`src/rtl/virq_pkg.sv`:
```
package virq_pkg;
    typedef enum logic [1:0] {
        ST_HOST     = 2'd0,
        ST_GUEST    = 2'd1,
        ST_DELIVER  = 2'd2,
        ST_EXIT_REQ = 2'd3
    } virq_state_e;
endpackage

```
`src/rtl/virq_ctx_regs.sv`:
```
module virq_ctx_regs #(
    parameter int PRIO_W = 4,
    parameter int VEC_W  = 8
) (
    input  logic              clk,
    input  logic              rst_n,
    input  logic              load_en,
    input  logic              exit_en,
    input  logic              dispatch_clr,
    input  logic              ld_pending,
    input  logic [PRIO_W-1:0] ld_prio,
    input  logic [PRIO_W-1:0] ld_thresh,
    input  logic              ld_bypass,
    input  logic [VEC_W-1:0]  ld_vector,
    output logic              pend_q,
    output logic [PRIO_W-1:0] prio_q,
    output logic [PRIO_W-1:0] thresh_q,
    output logic              bypass_q,
    output logic [VEC_W-1:0]  vec_q,
    output logic              wb_valid,
    output logic              wb_pending
);
    always_ff @(posedge clk or negedge rst_n) begin
        if (!rst_n) begin
            pend_q     <= 1'b0;
            prio_q     <= '0;
            thresh_q   <= '0;
            bypass_q   <= 1'b0;
            vec_q      <= '0;
            wb_valid   <= 1'b0;
            wb_pending <= 1'b0;
        end else begin
            wb_valid <= exit_en;
            if (exit_en) begin
                wb_pending <= pend_q;
                pend_q     <= 1'b0;
                bypass_q   <= 1'b0;
            end else if (load_en) begin
                pend_q   <= ld_pending;
                prio_q   <= ld_prio;
                thresh_q <= ld_thresh;
                bypass_q <= ld_bypass;
                vec_q    <= ld_vector;
            end else if (dispatch_clr) begin
                pend_q <= 1'b0;
            end
        end
    end

    // the write-back strobe lasts one cycle per exit
    a_r9_wb_single: assert property (@(posedge clk) disable iff (!rst_n)
        wb_valid |=> !wb_valid);
endmodule

```
`src/rtl/virq_shadow.sv`:
```
module virq_shadow (
    input  logic clk,
    input  logic rst_n,
    input  logic load_en,
    input  logic ld_shadow,
    input  logic exit_en,
    input  logic track_en,
    input  logic if_rise,
    input  logic boundary,
    output logic shadow_block,
    output logic wb_shadow
);
    logic shadow_q;

    always_ff @(posedge clk or negedge rst_n) begin
        if (!rst_n) begin
            shadow_q  <= 1'b0;
            wb_shadow <= 1'b0;
        end else if (exit_en) begin
            wb_shadow <= shadow_q;
            shadow_q  <= 1'b0;
        end else if (load_en) begin
            shadow_q <= ld_shadow;
        end else if (track_en) begin
            if (if_rise)
                shadow_q <= 1'b1;
            else if (boundary)
                shadow_q <= 1'b0;
        end
    end

    assign shadow_block = shadow_q | if_rise;

    // a rise in the enable flag leaves the next cycle shadowed
    a_r10_rise_sets: assert property (@(posedge clk) disable iff (!rst_n)
        (if_rise && track_en && !exit_en) |=> shadow_block);
endmodule

```
`src/rtl/virq_gate.sv`:
```
module virq_gate #(
    parameter int PRIO_W = 4
) (
    input  logic              clk,
    input  logic              rst_n,
    input  logic              pend,
    input  logic [PRIO_W-1:0] prio,
    input  logic [PRIO_W-1:0] thresh,
    input  logic              bypass,
    input  logic              if_flag,
    input  logic              gif,
    input  logic              shadow_block,
    input  logic              phys_pending,
    output logic              eligible
);
    logic prio_ok;
    logic unmasked;

    always_comb begin
        prio_ok  = bypass || (prio > thresh);
        unmasked = if_flag && gif && !shadow_block;
        eligible = pend && prio_ok && unmasked && !phys_pending;
    end

    // with the threshold applied, equal priority never qualifies
    a_r3_strict: assert property (@(posedge clk) disable iff (!rst_n)
        (!bypass && prio == thresh) |-> !eligible);
    // a physical interrupt always masks the virtual one
    a_r8_phys_wins: assert property (@(posedge clk) disable iff (!rst_n)
        phys_pending |-> !eligible);
endmodule

```
`src/rtl/virq_fsm.sv`:
```
module virq_fsm
    import virq_pkg::*;
#(
    parameter int VEC_W = 8
) (
    input  logic             clk,
    input  logic             rst_n,
    input  logic             entry_load,
    input  logic             guest_exit,
    input  logic             boundary,
    input  logic             eligible,
    input  logic             intercept,
    input  logic [VEC_W-1:0] vec,
    output logic             do_load,
    output logic             do_exit,
    output logic             do_dispatch,
    output logic             in_guest,
    output logic             take_virtual,
    output logic             take_exit,
    output logic [VEC_W-1:0] vector_out
);
    virq_state_e state_q, state_d;
    logic        fire;

    always_comb begin
        fire        = (state_q == ST_GUEST) && boundary && eligible;
        do_exit     = guest_exit && (state_q != ST_HOST);
        do_load     = entry_load && (state_q == ST_HOST);
        do_dispatch = fire && !intercept && !do_exit;
        in_guest    = (state_q != ST_HOST);
        state_d     = state_q;
        unique case (state_q)
            ST_HOST:     if (do_load) state_d = ST_GUEST;
            ST_GUEST: begin
                if (do_exit)            state_d = ST_HOST;
                else if (do_dispatch)   state_d = ST_DELIVER;
                else if (fire)          state_d = ST_EXIT_REQ;
            end
            ST_DELIVER:  state_d = do_exit ? ST_HOST : ST_GUEST;
            ST_EXIT_REQ: if (do_exit) state_d = ST_HOST;
            default:     state_d = ST_HOST;
        endcase
    end

    always_ff @(posedge clk or negedge rst_n) begin
        if (!rst_n) state_q <= ST_HOST;
        else        state_q <= state_d;
    end

    always_comb begin
        take_virtual = (state_q == ST_DELIVER);
        take_exit    = (state_q == ST_EXIT_REQ);
        vector_out   = take_virtual ? vec : '0;
    end

    a_r1_exclusive: assert property (@(posedge clk) disable iff (!rst_n)
        $onehot0({take_virtual, take_exit}));
    // the exit request is held until the exit arrives
    a_r6_exit_held: assert property (@(posedge clk) disable iff (!rst_n)
        (take_exit && !guest_exit) |=> take_exit);
    // actions start only from a boundary
    a_r12_boundary: assert property (@(posedge clk) disable iff (!rst_n)
        ($rose(take_virtual) || $rose(take_exit)) |-> $past(boundary));
    // after an exit the unit is back in host mode
    a_r9_host_after_exit: assert property (@(posedge clk) disable iff (!rst_n)
        do_exit |=> !in_guest);
endmodule

```
`src/rtl/virq_recog_unit.sv`:
```
module virq_recog_unit #(
    parameter int PRIO_W = 4,
    parameter int VEC_W  = 8
) (
    input  logic              clk,
    input  logic              rst_n,
    input  logic              entry_load,
    input  logic              ld_pending,
    input  logic [PRIO_W-1:0] ld_prio,
    input  logic [PRIO_W-1:0] ld_thresh,
    input  logic              ld_bypass,
    input  logic [VEC_W-1:0]  ld_vector,
    input  logic              ld_shadow,
    input  logic              guest_exit,
    input  logic              boundary,
    input  logic              if_flag,
    input  logic              gif,
    input  logic              if_rise,
    input  logic              phys_pending,
    input  logic              vint_intercept,
    output logic              take_virtual,
    output logic              take_exit,
    output logic [VEC_W-1:0]  vector_out,
    output logic              wb_valid,
    output logic              wb_pending,
    output logic              wb_shadow
);
    logic              do_load, do_exit, do_dispatch, in_guest;
    logic              pend_q, bypass_q, shadow_block, eligible;
    logic [PRIO_W-1:0] prio_q, thresh_q;
    logic [VEC_W-1:0]  vec_q;

    virq_ctx_regs #(.PRIO_W(PRIO_W), .VEC_W(VEC_W)) u_ctx (
        .clk(clk), .rst_n(rst_n),
        .load_en(do_load), .exit_en(do_exit), .dispatch_clr(do_dispatch),
        .ld_pending(ld_pending), .ld_prio(ld_prio), .ld_thresh(ld_thresh),
        .ld_bypass(ld_bypass), .ld_vector(ld_vector),
        .pend_q(pend_q), .prio_q(prio_q), .thresh_q(thresh_q),
        .bypass_q(bypass_q), .vec_q(vec_q),
        .wb_valid(wb_valid), .wb_pending(wb_pending)
    );

    virq_shadow u_shadow (
        .clk(clk), .rst_n(rst_n),
        .load_en(do_load), .ld_shadow(ld_shadow), .exit_en(do_exit),
        .track_en(in_guest), .if_rise(if_rise), .boundary(boundary),
        .shadow_block(shadow_block), .wb_shadow(wb_shadow)
    );

    virq_gate #(.PRIO_W(PRIO_W)) u_gate (
        .clk(clk), .rst_n(rst_n),
        .pend(pend_q), .prio(prio_q), .thresh(thresh_q), .bypass(bypass_q),
        .if_flag(if_flag), .gif(gif), .shadow_block(shadow_block),
        .phys_pending(phys_pending), .eligible(eligible)
    );

    virq_fsm #(.VEC_W(VEC_W)) u_fsm (
        .clk(clk), .rst_n(rst_n),
        .entry_load(entry_load), .guest_exit(guest_exit), .boundary(boundary),
        .eligible(eligible), .intercept(vint_intercept), .vec(vec_q),
        .do_load(do_load), .do_exit(do_exit), .do_dispatch(do_dispatch),
        .in_guest(in_guest), .take_virtual(take_virtual),
        .take_exit(take_exit), .vector_out(vector_out)
    );

    // the pending copy is already clear while dispatch is shown
    a_r7_pend_cleared: assert property (@(posedge clk) disable iff (!rst_n)
        take_virtual |-> !pend_q);
    // no delivery follows a shadowed boundary
    a_r10_no_shadow_take: assert property (@(posedge clk) disable iff (!rst_n)
        $rose(take_virtual) |-> !$past(shadow_block));
endmodule

```
`config.mk`:
```
export PLATFORM = sky130hd
export DESIGN_NAME = virq_recog_unit
export DESIGN_NICKNAME = d
export VERILOG_FILES = /design/src/rtl/virq_pkg.sv /design/src/rtl/virq_ctx_regs.sv /design/src/rtl/virq_shadow.sv /design/src/rtl/virq_gate.sv /design/src/rtl/virq_fsm.sv /design/src/rtl/virq_recog_unit.sv
export SDC_FILE = /design/constraint.sdc
export NUM_CORES = 1
export LEC_CHECK = 0
export ABC_AREA = 1
export CAP_MARGIN = 20
export CORE_UTILIZATION = 48
export DETAILED_ROUTE_END_ITERATION = 10
export GPL_TIMING_DRIVEN = 0
export PLACE_DENSITY_LB_ADDON = 0.2
export SETUP_SLACK_MARGIN = 0.4
export SLEW_MARGIN = 10
export SYNTH_ARGS = -nofsm -noshare
export SYNTH_HDL_FRONTEND = slang
export SYNTH_SLANG_ARGS = --single-unit
```
`constraint.sdc`:
```
create_clock -name clk -period 4.3 [get_ports clk]
set_clock_uncertainty 0.2 [all_clocks]
set_input_delay 0.86 -clock clk [delete_from_list [all_inputs] [get_ports clk]]
set_output_delay 0.86 -clock clk [all_outputs]
set_load 0.01 [all_outputs]
```
* Yosys cells after proc, flatten, opt, wreduce, memory -nomap -nowiden *
Cells that the tools add are included.

word-level totals
  memories = 0
  ROM bits = 0
  bits in writable memories = 0
  bits in latches = 0
  output and inout bits = 13
  logic and storage cells = 62
  input bits = 29
  bits in registers = 24

cells by class
  shift-type cells = 0
  $mul = 0
  eq/ne operators = 6
  magnitude comparators = 1
  div/mod/pow operators = 0
  reduce and logical (&&, ||, !) cells = 25
  bitwise logic cells = 2
  mux-type cells = 18
  add/sub/neg operators = 0

operators with widths
  kind                                                    number
  logical AND 1 bit                                       11
  two-way mux 1 bit                                       11
  two-way mux 2 bit                                       5
  two-way mux 8 bit                                       1
  case mux 2 bit (4 select lines)                         1
  nonzero test 3 bit                                      2
  == test 2 bit (second input constant)                   2
  greater-than comparator 4 bit                           1
  zero test 1 bit                                         4
  inequality test 4 x 3 -> 1 bit (second input constant)  1
  AND reduction 2 bit                                     2
  nonzero test 2 bit                                      2
  nonzero test 4 bit                                      1
  AND reduction 3 bit                                     1
  == test 2 x 1 -> 1 bit (second input constant)          1
  zero test 2 bit                                         1
  inequality test 2 x 1 -> 1 bit (second input constant)  1
  inequality test 2 bit (second input constant)           1
  logical OR 1 bit                                        1
  inverter 1 bit                                          1
  OR 1 bit                                                1

* Depth between registers and ports, before layout *
  depth in word-level cells = 11
  mapped depth = 12
  gate-level depth less buffers = 12

* Modules after synthesis *
Synthesis repeated with hierarchy kept, for this count alone.

unflattened totals
  cells, all modules = 165
  area, all modules = 1244.9 µm²

modules (own cells, without submodules)
  module         area an instance (µm²)  instances  cells each  sequential area each (µm²)
  virq_ctx_regs  792.0                   1          86          500.5
  virq_fsm       221.5                   1          43          50.0
  virq_gate      133.9                   1          24          0.0
  virq_shadow    97.6                    1          12          50.0

* Worst setup path after synthesis *
Ideal clock, no wire load.

  kind = reg-to-output
  from = register u_fsm.state_q[1]
  to = output vector_out[0]
  slack = 2.272 ns
  cell stages (with the launch flop) = 5
  required time = 3.240 ns
  path buffers = 0
  arrival = 0.968 ns
  cells stage by stage = dfrtp_1 inv_1 nor2_1 inv_1 nor2_1

on the way
  word-level cells in the longest chain between the ends = 2

RTL lines
  what                      line                   text
  start: declaration        virq_fsm.sv:22         virq_state_e state_q, state_d;
  start signal: assignment  virq_fsm.sv:47         else state_q <= state_d;
  == test 2 bit             virq_fsm.sv:51         take_virtual = (state_q == ST_DELIVER);
  net take_virtual          virq_recog_unit.sv:21  output logic take_virtual,
  two-way mux 8 bit         virq_fsm.sv:53         vector_out = take_virtual ? vec : '0;
  end: declaration          virq_recog_unit.sv:23  output logic [VEC_W-1:0] vector_out,

The timed path passes the listed nets, and every way through them passes these cells.

* Worst setup path after layout *
  from = register u_fsm.state_q[1]
  to = output vector_out[0]

on the way
  word-level cells in the longest chain between the ends = 2

RTL lines
  what               line
  == test 2 bit      virq_fsm.sv:51
  two-way mux 8 bit  virq_fsm.sv:53

No other way between the ends.

==> results_dict.tcl <==
set metrics [dict create \
    status "complete, no violations" \
    swShare_pct 32.18 \
    final_nets 229 \
    cp.required_ns 3.24 \
    period_share_pct 65.36 \
    ctsHoldBuffers 0 \
    setup_viol 0 \
    ys_ff_latch 24 \
    place_congestion 0.8358 \
    drt-total-wl_mm 2.609 \
    intPower_mw 0.4155 \
    synth_cells 149 \
    wl_per_cell_um 11.70 \
    total_power_mw 0.6127 \
    crit_fanout 8 \
    start_util_pct 53.00 \
    period_minus_slack_ns 2.810 \
    drt_iter0_drc 17 \
    num_antenna_cells 0 \
    clk-insertion-delay-late_ns 0.32 \
    cp_data_arrival_time_ns 1.75 \
    pwr-share-clk_pct 19.8 \
    maxSlewHeadroom_pct 68.95 \
    total_leakage_power_nw 0.8426 \
    ir_worst_vdd_mv 0.3429 \
    holdCritStartpoint "u_shadow.wb_shadow" \
    num_io_pins 42 \
    die_w_um 52.36 \
    synthTopCellsByArea "dfrtp_1 (49%), nand2_1 (14%), inv_1 (7.7%)" \
    synth_top_area_cell "dfrtp_1" \
    fin_hold_ws_ns 0.3103 \
    hpwl_mm 1.981 \
    min_path_type "flip-flop to flip-flop" \
    worst_setup_path_end_kind "primary output" \
    setup_tns_ns 0 \
    firstDrtPassIters 4 \
    n_fill_cell 173 \
    synth.distinct_cells 19 \
    synth-warning-count 0 \
    syn_nets 182 \
    worst_pin_slew_ns 0.4643 \
    crit_chain "inv_1 > nor2_1 > inv_1 > nor2_1 > clkdlybuf4s50_1" \
    areaGrowthSynthToFinish_pct 40.49 \
    drv_slew 0 \
    root_buffer "clkbuf_4" \
    port_buffers 41 \
    via_per_inst 4.830 \
    crit_type "flip-flop to primary output" \
    final_common_cell "nand2_1" \
    path_delay_family "buffers and inverters" \
    switchingPower_mw 0.1972 \
    die_area_mm2 0.002742 \
    postCtsSetupBuffers 0 \
    grt_max_degree 25 \
    cts_tree "done" \
    grt_usage_pct 21.15 \
    final_antenna_net_count 0 \
    grt-ovfl-total 0 \
    clockBufferDepth 2 \
    cellPowerDensity_mw_per_mm2 358.2 \
    p_comb_share_pct 32.0 \
    core_area_mm2 0.002297 \
    drcViolationCount 0 \
    post_synth.cell_area_avg_um2 8.171 \
    antenna_found_initial 0 \
    grt_pass1_vias 984 \
    max_clock_freq_ghz 0.3558 \
    critPathLaunchType "flip-flop" \
    netlist_area_mm2 0.001217 \
    ys_seq_area_share_pct 49.33 \
    crit_slowest_cell "clkdlybuf4s50_1" \
    final_cell_mix "nand2_1 (45), clkdlybuf4s50_1 (41), inv_1 (25)" \
    seqPwrFrac_pct 48.3 \
    htreeDepth 1 \
    crit_buf_inv 3 \
    startpoint "u_fsm.state_q[1]" \
    max_stage_delay_ns 0.54 \
    rsz0062_at_grt "false" \
    drive_gt1_share_pct 11.79 \
    clk_pin_slew_ns 0.13 \
    grt_pass1_wl_mm 4.271 \
    ctsResizeCount 0 \
    numCtsBuffers 3 \
    r2r_start "u_ctx.prio_q[1]" \
    clock-sinks 24 \
    ff_latch_area_um2 600.6 \
    cap_violations 0 \
    num_vias 1077 \
    final_hold_viol_count 0 \
    yosys.area.top_type_share_pct 49.33 \
    num_rows 17 \
    multi_input_area_um2 474.2 \
    die_y_um 52.36 \
]
synth_stat cells:
cell and n:
a21oi_1 2, buf_6 3, dfrtp_1 24, ha_1 4, inv_1 25, inv_2 4, nand2_1 45, nand2_2 1
nand3_1 2, nand4_1 2, nor2_1 14, nor2_2 2, nor2_4 1, nor2_8 1, nor3_1 1, nor3b_1 1
o21ai_0 10, o21ai_1 1, o21ai_2 6
sequential cells by signal, summed over array words and instances, names as in the netlist:
name and cells:
u_ctx.pend_q 1, u_ctx.wb_pending 1, u_ctx.thresh_q 4, u_ctx.vec_q 8, u_shadow.shadow_q 1, u_ctx.bypass_q 1, u_shadow.wb_shadow 1, u_fsm.state_q 2
u_ctx.prio_q 4, u_ctx.wb_valid 1
power groups by stage:
stage	logic, mW	registers (mW)	clock network [mW]
after detailed placement	0.194	0.300	0
final	0.196	0.296	0.121
after global placement	0.185	0.297	0
after CTS	0.197	0.295	0.121
after global routing	0.225	0.300	0.129
after floorplan	0.121	0.297	0
path summary, 6_finish.rpt:
kind	to	slack (ns)	depth (start not counted)
min in group asynchronous	u_ctx.vec_q[3]	0.64	1
hold reg to reg	u_shadow.wb_shadow	0.31	2
hold / removal	u_shadow.wb_shadow	0.31	2
setup / recovery	vector_out[0]	1.49	5
max in group asynchronous	u_ctx.bypass_q	2.78	2
setup reg to reg	u_ctx.pend_q	2.71	10
worst min-delay path, cell delays in order, from the launching register on:
cell     delay (ns)
dfrtp_1        0.38
nand2_1        0.06
nand2_1        0.05
cells by family (layout without fill, tap and decap cells):
logic type	after synthesis	after routing	synth area share, %
AND/OR/NAND/NOR	70	70	25.18
adder cells (fa/ha/maj)	4	4	4.111
AO/OA/AOI/OAI	19	19	9.661
flip-flops	24	24	49.33
buffers and inverters	32	78	11.72
per-layer routing:
metal,GRT usage [%],wire length (um),vias to the layer above
met3,3.188,151,2
met5,0,0,-
met2,37.34,1301,38
met1,26.83,1139,496
met4,5.263,17,0
li1,-,-,541
layout make-up:
type | instances | share of cell area (%)
Timing Repair Buffer | 42 | 24.65
Tap cell | 28 | 2.048
Clock buffer | 4 | 2.121
Multi-Input combinational cell | 93 | 27.72
Buffer | 3 | 1.975
Inverter | 29 | 6.364
Sequential cell | 24 | 35.11
through the flow:
stage	util (%)	worst slack [ns]	instances	instance area [um^2]
6_report	74.46	1.490	223	1710
5_1_grt	74.46	1.388	223	1710
4_1_cts	73.97	1.485	222	1699
3_5_place_dp	72.39	1.852	218	1663
3_3_place_gp	72.39	1.894	218	1663
2_1_floorplan	-	2.272	149	1217
Power figures use the tool's default switching activity.
